--- config.mk ---
export PLATFORM = sky130hd
export DESIGN_NAME = fifo_svc_irq
export DESIGN_NICKNAME = d
export VERILOG_FILES = /design/src/rtl/fsi_pkg.sv /design/src/rtl/fsi_thr_fold.sv /design/src/rtl/fsi_level_cmp.sv /design/src/rtl/fifo_svc_irq.sv
export SDC_FILE = /design/constraint.sdc
export NUM_CORES = 1
export LEC_CHECK = 0
export BUFFER_PORTS_ARGS = -buffer_cell sky130_fd_sc_hd__buf_2
export CORE_AREA = 2 2 39 41
export DETAILED_ROUTE_END_ITERATION = 10
export DIE_AREA = 0 0 41 43
export GPL_TIMING_DRIVEN = 0
export PLACE_DENSITY_LB_ADDON = 0.05
export SLEW_MARGIN = 25
export SYNTH_ARGS = -nofsm -noshare
export SYNTH_HDL_FRONTEND = slang
export SYNTH_HIERARCHICAL = 1
export SYNTH_SLANG_ARGS = --single-unit
--- constraint.sdc ---
create_clock -name clk -period 0.8 [get_ports clk]
set_input_delay 0 -clock clk [delete_from_list [all_inputs] [get_ports clk]]
set_output_delay 0 -clock clk [all_outputs]
set_load 0.02 [all_outputs]
--- src/rtl/fsi_pkg.sv ---
package fsi_pkg;
  localparam int DEPTH_DEF = 16;

  typedef enum logic {
    DIR_FWD = 1'b0,
    DIR_REV = 1'b1
  } dir_e;
endpackage

--- src/rtl/fsi_thr_fold.sv ---
module fsi_thr_fold #(
  parameter int DEPTH = fsi_pkg::DEPTH_DEF,
  localparam int CNT_W = $clog2(DEPTH + 1),
  localparam int THR_W = $clog2(DEPTH)
) (
  input  logic [CNT_W-1:0] thr_raw,
  output logic [THR_W-1:0] thr_eff
);
  localparam logic [CNT_W-1:0] DEPTH_C = CNT_W'(DEPTH);
  localparam logic [THR_W-1:0] TOP_C   = THR_W'(DEPTH - 1);

  always_comb begin
    if (thr_raw >= DEPTH_C) thr_eff = TOP_C;
    else                    thr_eff = thr_raw[THR_W-1:0];
  end
endmodule

--- src/rtl/fsi_level_cmp.sv ---
module fsi_level_cmp #(
  parameter int DEPTH = fsi_pkg::DEPTH_DEF,
  localparam int CNT_W = $clog2(DEPTH + 1),
  localparam int THR_W = $clog2(DEPTH)
) (
  input  logic [CNT_W-1:0] fill_cnt,
  input  fsi_pkg::dir_e    dir,
  input  logic [THR_W-1:0] thr_eff,
  output logic             hit
);
  localparam logic [CNT_W-1:0] DEPTH_C = CNT_W'(DEPTH);

  logic [CNT_W-1:0] thr_w;
  logic [CNT_W-1:0] rev_lvl;
  logic             rev_hit;
  logic             fwd_hit;

  always_comb begin
    thr_w   = CNT_W'(thr_eff);
    rev_lvl = DEPTH_C - thr_w;
    rev_hit = (fill_cnt >= rev_lvl);
    fwd_hit = (fill_cnt <= thr_w);
    hit     = (dir == fsi_pkg::DIR_REV) ? rev_hit : fwd_hit;
  end
endmodule

--- src/rtl/fifo_svc_irq.sv ---
module fifo_svc_irq #(
  parameter int DEPTH = fsi_pkg::DEPTH_DEF,
  localparam int CNT_W = $clog2(DEPTH + 1),
  localparam int THR_W = $clog2(DEPTH)
) (
  input  logic             clk,
  input  logic             rst_n,
  input  logic [CNT_W-1:0] fill_cnt,
  input  logic             dir_rev,
  input  logic [CNT_W-1:0] thr,
  input  logic             dma_en,
  input  logic             svc_mask,
  output logic             irq
);
  logic [THR_W-1:0] thr_eff;
  logic             lvl_hit;
  logic             irq_d;
  logic             irq_q;
  logic             irq_en;
  fsi_pkg::dir_e    dir;

  assign dir = fsi_pkg::dir_e'(dir_rev);

  fsi_thr_fold #(.DEPTH(DEPTH)) fold_i (
    .thr_raw (thr),
    .thr_eff (thr_eff)
  );

  fsi_level_cmp #(.DEPTH(DEPTH)) cmp_i (
    .fill_cnt (fill_cnt),
    .dir      (dir),
    .thr_eff  (thr_eff),
    .hit      (lvl_hit)
  );

  // next state
  always_comb begin
    irq_d  = lvl_hit & ~dma_en & ~svc_mask;
    irq_en = irq_d ^ irq_q;
  end

  // state register
  always_ff @(posedge clk or negedge rst_n) begin
    if (!rst_n)      irq_q <= 1'b0;
    else if (irq_en) irq_q <= irq_d;
  end

  assign irq = irq_q;
endmodule

==> impl_metrics.toml <==
[global_route]
grt_use_met2_pct = 18.4
met3_usage_pct = 0
grt_max_degree = 5
antenna_found_initial = 0
track_usage_pct = 9.61
grt_overflow = 0
met1_usage_pct = 11.8
grt_pass1_vias = 350
busiest_layer = "met2"
grt_pass1_wl_microns = 1240

[min_path]
hold_class = "input port to flip-flop"

[die]
initial_utilization_pct = 22.5
io_pins = 16
num_rows = 14
die_area_sq_mm = 0.00176
die_height_microns = 43
die_w_microns = 41
core_sq_mm = 0.00138

[run]
drv_cap = 0

[critical_path]
path_class = "input port to flip-flop"
startpoint_type = "input port"
cp-endpoint = "irq"
slowest_delay_ns = 0.29
cp.depth = 10
slowest_stage = "ha_1"
critPathLaunch = "thr[1]"
cp_common_cell = "a21oi_2"
critical_path.top_delay_family = "compound AO/OA/AOI/OAI gates"
end_kind = "flip-flop"
crit_path_max_fanout = 2
path_cells = "buf_6, or2_4, inv_4, ha_4, xor2_1, ha_1, a21oi_2, a21oi_2, o32a_2, nor3b_2"
required_ns = 0.68
path_buf_inv = 2
cp.arrival_ns = 1.53

[logic_synthesis]
synth_nets = 62
postSynthAreaPerCell_sq_um = 8.20
synthCells = 38
yosysWarnings = 6
synth.largest_area_cell = "ha_1"
syn_area_sq_um = 312
synth.distinct_cells = 18
yosysSeqAreaShare_pct = 8.03
netlist.area_leader.share_pct = 36.1
ys_ff_latch = 1
synth.area.top_cells = "ha_1, dfrtp_1, or2_1"

[placement]
dp.cells = 69
io_buffers = 15
gp_congestion = 0.641
dp_hpwl_microns = 643
preCtsSetupSlack_ns = -0.923

[routing]
post_drt_wl_per_cell_microns = 11.0
drcViolationCount = 0
wl_microns = 824
first_pass_iters = 1
vias = 346
drtIter0Drc = 0
drtAntennaViolNets = 0
vias_per_cell = 4.61

[status]
violations = "setup timing"
outcome = "finished, violations left"

[timing]
hold_viol = 0
setup_viol = 1
layout_min_cycle_time_ns = 1.65
relSlewSlack_pct = 82.6
slew_viol_final = 0
worst_pin_slew_ns = 0.261
setup_tns_ns = -0.852
period_share_pct = 206
max_freq_ghz = 0.605
rsz0062_at_grt = "true"
fin_ws_ns = -0.852

[layout]
fin_cells = 75
drive_above_1_share_pct = 64.4
fin_nets = 85
n_antenna_cell = 0
largest_register_ffs = 1
synthToLayoutAreaGrowth_pct = 76.3

[power]
p_leak_nw = 0.273
p_per_area_mw_per_mm2 = 572
ir_drop_uv = 324

[cts]
clk_pin_slew_worst_paths_ns = 0
-- cell families after synthesis --
kind of cell               share of synthesized area [%]
DFF                                                 8.03
buffers and inverters                               7.23
AOI/OAI and AO/OA                                   14.1
adders and majority gates                           36.1
xor gates and xnor gates                            5.62
and+or+nand+nor                                     28.9
-- routing by layer --
metal | vias to the layer above | wire length [microns]
li1 | 176 | -
met1 | 159 | 328
met2 | 11 | 464
met3 | 0 | 31
met4 | 0 | 0
met5 | - | 0
-- area by class of cell --
cell class / instances / area (sq um)
fill: 153 / 835
inverter: 6 / 27.5
multi-input combinational: 31 / 335
sequential: 1 / 25.0
tap: 16 / 20.0
timing repair buffer: 21 / 141
-- metrics by stage --
step                      power (mW)  hold WS, ns  area (sq um)  util [%]
after floorplan                0.165       -0.296           312         -
after global placement         0.228       -0.226           407      29.4
after detailed placement       0.236       -0.225           407      29.4
after CTS                      0.264        0.162           467      33.7
after global routing           0.344        0.169           549      39.7
final                          0.314        0.161           549      39.7
-- power by group --
group	internal [mW]	total, mW	leakage [nW]	switching, mW
registers	0.0544	0.0548	0.0134	0.000445
clock network	0	0	0	0
logic	0.142	0.259	0.260	0.118
total	0.196	0.314	0.273	0.118
-- synth_stat cells (all sizes together) --
library cell / instances
nor2: 1
a21oi: 2
or2: 4
xnor2: 1
nor3b: 2
nand3b: 1
ha: 9
dfrtp: 1
a21o: 1
xor2: 1
nand3: 3
inv: 6
nor3: 1
a2111oi: 1
o32a: 1
nand2b: 1
nand2: 2
-- what timing repair did --
action                                  CTS  global route
hold buffers                              1             0
gates resized for setup                   7            15
pin swaps                                 7            13
buffers inserted                          3             2
endpoints found under the setup margin    1             1
endpoints found under the hold margin     1             0
-- worst min path at each step --
| stage | startpoint | cells past startpoint | slack [ns] | endpoint |
|---|---|---|---|---|
| floorplan | rst_n | 0 | -0.30 | irq |
| global placement | rst_n | 1 | -0.23 | irq |
| detailed placement | rst_n | 1 | -0.22 | irq |
| CTS | dma_en | 2 | 0.16 | irq |
| global route | dma_en | 2 | 0.17 | irq |
| finish | dma_en | 2 | 0.16 | irq |
-- placed cells by master (no fill, tap or decap), types with 2 or more instances in the layout --
| master | synthesis | layout |
|---|---|---|
| buf_2 | 0 | 12 |
| ha_4 | 0 | 3 |
| inv_2 | 0 | 2 |
| or2_4 | 0 | 3 |
| buf_6 | 0 | 3 |
| ha_1 | 9 | 6 |
| inv_1 | 6 | 2 |
| nand3_1 | 3 | 2 |
| inv_4 | 0 | 2 |
| a21oi_2 | 0 | 2 |
| buf_4 | 0 | 5 |
Power figures use the tool's default switching activity.
